===== config.mk =====
export PLATFORM = sky130hd
export DESIGN_NAME = smbt_target
export DESIGN_NICKNAME = d
export VERILOG_FILES = /design/src/rtl/smbt_pkg.sv /design/src/rtl/smbt_reg_file.sv /design/src/rtl/smbt_phase_ctrl.sv /design/src/rtl/smbt_tx_sel.sv /design/src/rtl/smbt_target.sv
export SDC_FILE = /design/constraint.sdc
export NUM_CORES = 1
export LEC_CHECK = 0
export CAP_MARGIN = 20
export CORE_UTILIZATION = 55
export CTS_CLUSTER_DIAMETER = 120
export DETAILED_ROUTE_END_ITERATION = 12
export GPL_ROUTABILITY_DRIVEN = 0
export PLACE_DENSITY = 0.79
export SYNTH_ARGS = -nofsm -noshare
export SYNTH_HDL_FRONTEND = slang
export SYNTH_HIERARCHICAL = 1
export SYNTH_SLANG_ARGS = --single-unit

===== constraint.sdc =====
create_clock -name clk_i -period 3.14 [get_ports clk_i]
set_input_delay 0.785 -clock clk_i [delete_from_list [all_inputs] [get_ports clk_i]]
set_output_delay 0.785 -clock clk_i [all_outputs]
set_load 0.005 [all_outputs]

===== src/rtl/smbt_pkg.sv =====
package smbt_pkg;
  localparam int unsigned BYTE_W = 8;
  typedef logic [BYTE_W-1:0] byte_t;
  typedef enum logic [2:0] {
    PH_IDLE, PH_ADDR, PH_CMD, PH_WDATA, PH_RDATA
  } phase_e;
endpackage


===== src/rtl/smbt_reg_file.sv =====
module smbt_reg_file
  import smbt_pkg::*;
#(
  parameter int unsigned NUM_REGS = 8
) (
  input  logic  clk_i,
  input  logic  rst_ni,
  input  logic  wr_en_i,
  input  byte_t wr_idx_i,
  input  byte_t wr_data_i,
  input  byte_t rd_idx_i,
  output byte_t rd_data_o
);
  byte_t regs_q [NUM_REGS];

  for (genvar g = 0; g < NUM_REGS; g++) begin : g_reg
    always_ff @(posedge clk_i or negedge rst_ni) begin
      if (!rst_ni) regs_q[g] <= '0;
      else if (wr_en_i && (wr_idx_i == byte_t'(g))) regs_q[g] <= wr_data_i;
    end
  end

  always_comb begin
    rd_data_o = 8'hFF;
    for (int i = 0; i < NUM_REGS; i++)
      if (rd_idx_i == byte_t'(i)) rd_data_o = regs_q[i];
  end
endmodule


===== src/rtl/smbt_phase_ctrl.sv =====
module smbt_phase_ctrl
  import smbt_pkg::*;
#(
  parameter logic [6:0]  OWN_ADDR = 7'h3A,
  parameter int unsigned NUM_REGS = 8,
  parameter byte_t       BLK_CMD  = 8'h80
) (
  input  logic   clk_i,
  input  logic   rst_ni,
  input  logic   start_i,
  input  logic   stop_i,
  input  logic   rx_vld_i,
  input  byte_t  rx_byte_i,
  input  logic   tx_done_i,
  input  logic   host_ack_i,
  output logic   ack_vld_o,
  output logic   ack_o,
  output logic   wr_en_o,
  output byte_t  idx_o,
  output logic   blk_hdr_o,
  output phase_e phase_o
);
  phase_e phase_q;
  byte_t  ptr_q, idx_q;
  logic   blk_hdr_q;
  logic   rx_ok, addr_hit, cmd_ok, wr_ok, ack_now;

  assign rx_ok    = rx_vld_i && !start_i && !stop_i;
  assign addr_hit = (rx_byte_i[7:1] == OWN_ADDR);
  assign cmd_ok   = (rx_byte_i < byte_t'(NUM_REGS)) || (rx_byte_i == BLK_CMD);
  assign wr_ok    = (ptr_q != BLK_CMD) && (idx_q < byte_t'(NUM_REGS));

  always_comb begin
    unique case (phase_q)
      PH_ADDR:  ack_now = addr_hit;
      PH_CMD:   ack_now = cmd_ok;
      PH_WDATA: ack_now = wr_ok;
      default:  ack_now = 1'b0;
    endcase
  end

  assign wr_en_o = rx_ok && (phase_q == PH_WDATA) && wr_ok;

  always_ff @(posedge clk_i or negedge rst_ni) begin
    if (!rst_ni) begin
      phase_q   <= PH_IDLE;
      ptr_q     <= '0;
      idx_q     <= '0;
      blk_hdr_q <= 1'b0;
      ack_vld_o <= 1'b0;
      ack_o     <= 1'b0;
    end else begin
      ack_vld_o <= rx_vld_i;
      ack_o     <= rx_ok && ack_now;
      if (start_i) begin
        phase_q   <= PH_ADDR;
        blk_hdr_q <= 1'b0;
      end else if (stop_i) begin
        phase_q   <= PH_IDLE;
        blk_hdr_q <= 1'b0;
      end else begin
        unique case (phase_q)
          PH_ADDR: if (rx_vld_i) begin
            if (!addr_hit)         phase_q <= PH_IDLE;
            else if (rx_byte_i[0]) begin
              phase_q   <= PH_RDATA;
              blk_hdr_q <= (ptr_q == BLK_CMD);
              idx_q     <= (ptr_q == BLK_CMD) ? '0 : ptr_q;
            end else               phase_q <= PH_CMD;
          end
          PH_CMD: if (rx_vld_i) begin
            if (cmd_ok) begin
              ptr_q   <= rx_byte_i;
              idx_q   <= rx_byte_i;
              phase_q <= PH_WDATA;
            end else phase_q <= PH_IDLE;
          end
          PH_WDATA: if (rx_vld_i) begin
            if (!wr_ok) phase_q <= PH_IDLE;
            else        idx_q   <= idx_q + 8'd1;
          end
          PH_RDATA: if (tx_done_i) begin
            if (!host_ack_i)           phase_q   <= PH_IDLE;
            else if (blk_hdr_q)        blk_hdr_q <= 1'b0;
            else if (idx_q != 8'hFF)   idx_q     <= idx_q + 8'd1;
          end
          default: ;
        endcase
      end
    end
  end

  assign idx_o     = idx_q;
  assign blk_hdr_o = blk_hdr_q;
  assign phase_o   = phase_q;
endmodule


===== src/rtl/smbt_tx_sel.sv =====
module smbt_tx_sel
  import smbt_pkg::*;
#(
  parameter int unsigned NUM_REGS = 8
) (
  input  phase_e phase_i,
  input  logic   blk_hdr_i,
  input  byte_t  rd_data_i,
  output logic   tx_en_o,
  output byte_t  tx_byte_o
);
  localparam byte_t BLK_COUNT = byte_t'(NUM_REGS);
  assign tx_en_o   = (phase_i == PH_RDATA);
  assign tx_byte_o = blk_hdr_i ? BLK_COUNT : rd_data_i;
endmodule


===== src/rtl/smbt_target.sv =====
module smbt_target
  import smbt_pkg::*;
#(
  parameter logic [6:0]  OWN_ADDR = 7'h3A,
  parameter int unsigned NUM_REGS = 8,
  parameter logic [7:0]  BLK_CMD  = 8'h80
) (
  input  logic       clk_i,
  input  logic       rst_ni,
  input  logic       start_i,
  input  logic       stop_i,
  input  logic       rx_vld_i,
  input  logic [7:0] rx_byte_i,
  input  logic       tx_done_i,
  input  logic       host_ack_i,
  output logic       ack_vld_o,
  output logic       ack_o,
  output logic       tx_en_o,
  output logic [7:0] tx_byte_o
);
  logic   wr_en, blk_hdr;
  byte_t  idx, rd_data;
  phase_e phase;

  smbt_phase_ctrl #(.OWN_ADDR(OWN_ADDR), .NUM_REGS(NUM_REGS), .BLK_CMD(BLK_CMD)) u_ctrl (
    .clk_i, .rst_ni, .start_i, .stop_i, .rx_vld_i, .rx_byte_i, .tx_done_i, .host_ack_i,
    .ack_vld_o, .ack_o, .wr_en_o(wr_en), .idx_o(idx), .blk_hdr_o(blk_hdr), .phase_o(phase)
  );

  smbt_reg_file #(.NUM_REGS(NUM_REGS)) u_regs (
    .clk_i, .rst_ni, .wr_en_i(wr_en), .wr_idx_i(idx), .wr_data_i(rx_byte_i),
    .rd_idx_i(idx), .rd_data_o(rd_data)
  );

  smbt_tx_sel #(.NUM_REGS(NUM_REGS)) u_tx (
    .phase_i(phase), .blk_hdr_i(blk_hdr), .rd_data_i(rd_data),
    .tx_en_o, .tx_byte_o
  );
endmodule


==> metrics <==
Worst Path Buf+Inv=2; CTS buffer count=9; Synth cell types=60; reg2reg start=u_ctrl/idx_o[3]$_DFFE_PN0P_; fin crit share=around 98%; Synth-to-Final Area Change=19.44%; Top FF cell, synth=dfrtp_1; Post-CTS Hold Fix Bufs=0; NetSw=between 600 and 700 uW; total wire length=10910 microns; Final Critical Period=3.062 ns; R2R setup slack=~0.078 ns; max-cap violations=0; diode count=0; placed wire-length estimate=roughly 7800 microns; Worst VDD drop=0.2561 mV; Root Driver=clkbuf_8; H-tree levels=3; nature of the critical path startpoint=register; clock power share=33.1%; chip width=~92 microns; critical-path cell list=buf_4 > or3_1 > a2111o_1 > nor2_2 > or3b_2 > or4b_1 > buf_4 > mux2_4; number of synthesized flops with an enable pin=0; Sw Ratio=a little over a quarter; CP Data Required Time=~3.4 ns; Tightest Hold Check Type=input pin to async pin; initial antenna violation count=0; Via density=6.405; slowest stage delay, CP=~0.51 ns; actual slew at the worst max-slew pin=a little under 0.7 ns; Int Pwr=1759 uW; antenna-violating nets left=0; first-pass GRT wire length=between 15000 and 20000 microns; Die H=slightly above 90 microns; IO Pins=26; CTS tree=built; Leak Pwr=0.002496 uW; WL/cell=~21 microns; clock skew=between 0.01 and 0.015 ns; final hold violations=0; Residual DRC=0; most frequent cell on the critical path=buf_4; row count=32; R2R depth=8; Detailed Routing Iterations Pass 1=5; RSZ-0062 raised after global routing=no; # setup viols final=0; Layout fillers=between 500 and 600; Top delay family on crit path=simple AND/OR/NAND/NOR gates; sequential area share after synthesis=between 40% and 50%; final net count=around 430; yosys warns=6; Starting DRT DRC Count=between 400 and 500; Reg power frac=49.0%; hold_ws=slightly above 0.4 ns; async set-reset flop share out of synthesis=100.0%; Mapped Nets=360; Seq cells post-synth=86; endpoint type of the worst setup path=register; vias in the first global route=between 3k and 4k; final worst setup slack=between 0.07 and 0.08 ns; Post-Syn Area=approximately 0.0045 sq mm; fin. max-slew vios=0; largest net degree at the start of global routing=48; clk_lat worst skew=between 0.3 and 0.4 ns; fmax=0.3266 GHz; vias post-DR=3305; Critical R2R Capture=u_regs/regs_q[50]$_DFFE_PN0P_; Crit Path Class=register to register; max_slew headroom=a little over half; status=complete, no violations; Pwr Density=444.7 mW/mm^2; CORE AREA=a little under 0.008 sq mm; I/O Buffers=25; CTS sink count=86; GRT Total Usage=between 20% and 30%; crit path DAT=3.29 ns; total congestion overflow=0; clk slew on worst S/H paths=about 0.090 ns; critical path peak fanout=8; Post-Synthesis Cells=roughly 340; Crit path depth=8; mean post-synth cell area=between 10 and 15 sq um; CTS Buffer Depth=2; Logic pwr share=between 15 and 20%; ratio of cells with drive above 1 in the final layout=between 40% and 50%; Post-Place Setup Slack=-0.2134 ns; starting density of the core=between 50% and 60%; crit path max-delay cell type=or4b_1; Die Area=roughly 0.0085 sq mm
## metrics by stage
| step | setup TNS, ns | total power [uW] | util [%] | cells | cell area [sq um] |
|---|---|---|---|---|---|
| 5_1_grt | 0 | 2485 | 68.54 | 516 | 5351 |
| 3_3_place_gp | -3.862 | 1611 | 65.37 | 498 | 5104 |
| 2_1_floorplan | 0 | 1415 | - | 344 | 4481 |
| 4_1_cts | 0 | 2399 | 68.51 | 516 | 5349 |
| 6_report | 0 | 2380 | 68.54 | 516 | 5351 |
| 3_5_place_dp | -5.116 | 1621 | 65.37 | 498 | 5104 |
## flip-flops by register name, summed over array words and instances (netlist names)
signal	flops
u_ctrl/ptr_q	8
u_ctrl/ack_vld_o	1
u_regs/regs_q	64
u_ctrl/blk_hdr_o	1
u_ctrl/idx_o	8
u_ctrl/ack_o	1
u_ctrl/phase_o	3
## logic make-up (layout without fill, tap and decap cells)
logic type / count (synthesis) / count (layout) / synth area share, %
AO/OA/AOI/OAI: 53 / 53 / 8.909
XOR/XNOR: 3 / 3 / 0.5865
adder cells (fa/ha/maj): 1 / 1 / 0.2792
buffers and inverters: 17 / 87 / 1.871
flip-flops: 86 / 86 / 48.03
multiplexers: 90 / 90 / 26.86
AND/OR/NAND/NOR: 94 / 94 / 13.46
## worst max path at each step
stage	start	endpoint	slack, ns
final	u_ctrl/idx_o[3]$_DFFE_PN0P_	u_regs/regs_q[50]$_DFFE_PN0P_	0.08
after global routing	u_ctrl/idx_o[6]$_DFFE_PN0P_	tx_byte_o[3]	0.007
after CTS	u_ctrl/idx_o[3]$_DFFE_PN0P_	u_regs/regs_q[50]$_DFFE_PN0P_	0.03
after detailed placement	start_i	u_regs/regs_q[63]$_DFFE_PN0P_	-0.21
after global placement	start_i	u_regs/regs_q[60]$_DFFE_PN0P_	-0.18
after floorplan	u_ctrl/idx_o[3]$_DFFE_PN0P_	u_regs/regs_q[48]$_DFFE_PN0P_	0.29
## worst reg2reg max path, stage by stage (launching register included)
cell and delay [ns]:
dfrtp_1 0.39, buf_4 0.14, or3_1 0.42, a2111o_1 0.35, nor2_2 0.15, or3b_2 0.49
or4b_1 0.51, buf_4 0.20, mux2_4 0.31
## layout make-up
class | count | area, sq um | share of cell area [%]
inverter | 3 | 11.26 | 0.2104
sequential | 86 | 2152 | 40.22
multi-input combinational | 241 | 2282 | 42.65
timing repair buffer | 68 | 573.1 | 10.71
clock buffer | 11 | 141.4 | 2.642
clock inverter | 5 | 63.81 | 1.192
tap | 102 | 127.6 | 2.385
## power groups by stage
stage | clock (uW) | combinational, uW | sequential (uW)
after global routing | 854 | 462 | 1170
final | 788 | 427 | 1160
after detailed placement | 0 | 436 | 1180
after global placement | 0 | 428 | 1180
after CTS | 809 | 427 | 1160
after floorplan | 0 | 225 | 1190
## cells in the mapped netlist, drive strengths merged (3+ instances only)
cell      n  area share, %
or3b      5           0.98
or3       3           0.53
a31oi     4           0.56
nand3     7           0.78
nor3b     6            1.1
a21oi     6           0.67
and3      4           0.56
mux2     74             20
buf       6           0.95
nor2b    10            1.4
a221o     4           0.89
nor3      6            1.0
or2       3           0.42
nor4      5           0.70
mux4     12            6.0
dfrtp    86             48
nor4b     3           0.92
o21ai     9            1.0
nand2    13            1.1
mux2i     4           0.89
o41ai     4           0.78
inv       3           0.25
clkbuf    8           0.67
or4       5            1.0
a2111oi   3           0.59
o22a      6            1.2
nor2     13            1.1
and2      6           0.84
## per-layer routing
| metal | vias to the layer above | GRT usage (%) | wire [microns] |
|---|---|---|---|
| met4 | 0 | 10.94 | 259 |
| met1 | 1668 | 38.76 | 4605 |
| met3 | 31 | 5.556 | 773 |
| met2 | 153 | 45.46 | 5271 |
| li1 | 1453 | - | - |
| met5 | - | 0 | 0 |
## placed cells by master (no fill, tap or decap), types with 5 or more instances in the layout
cell type        instances
nand3_1                  7
clkdlybuf4s50_1         16
mux4_2                  12
dfrtp_1                 86
mux2_4                  16
dlygate4sd2_1            8
clkbuf_8                10
nor2_1                  11
o21ai_0                  6
nor4_1                   5
and2_1                   6
nor3b_1                  5
buf_4                   43
nand2_1                 11
a21oi_1                  6
o22a_1                   6
nor2b_1                 10
mux2_2                  58
## repair_timing
item	in CTS	in global routing
buffers inserted	2	0
pin swaps	1	4
resized for setup	17	1
endpoints found under the setup margin	7	10
(Power assumes the default switching activity.)
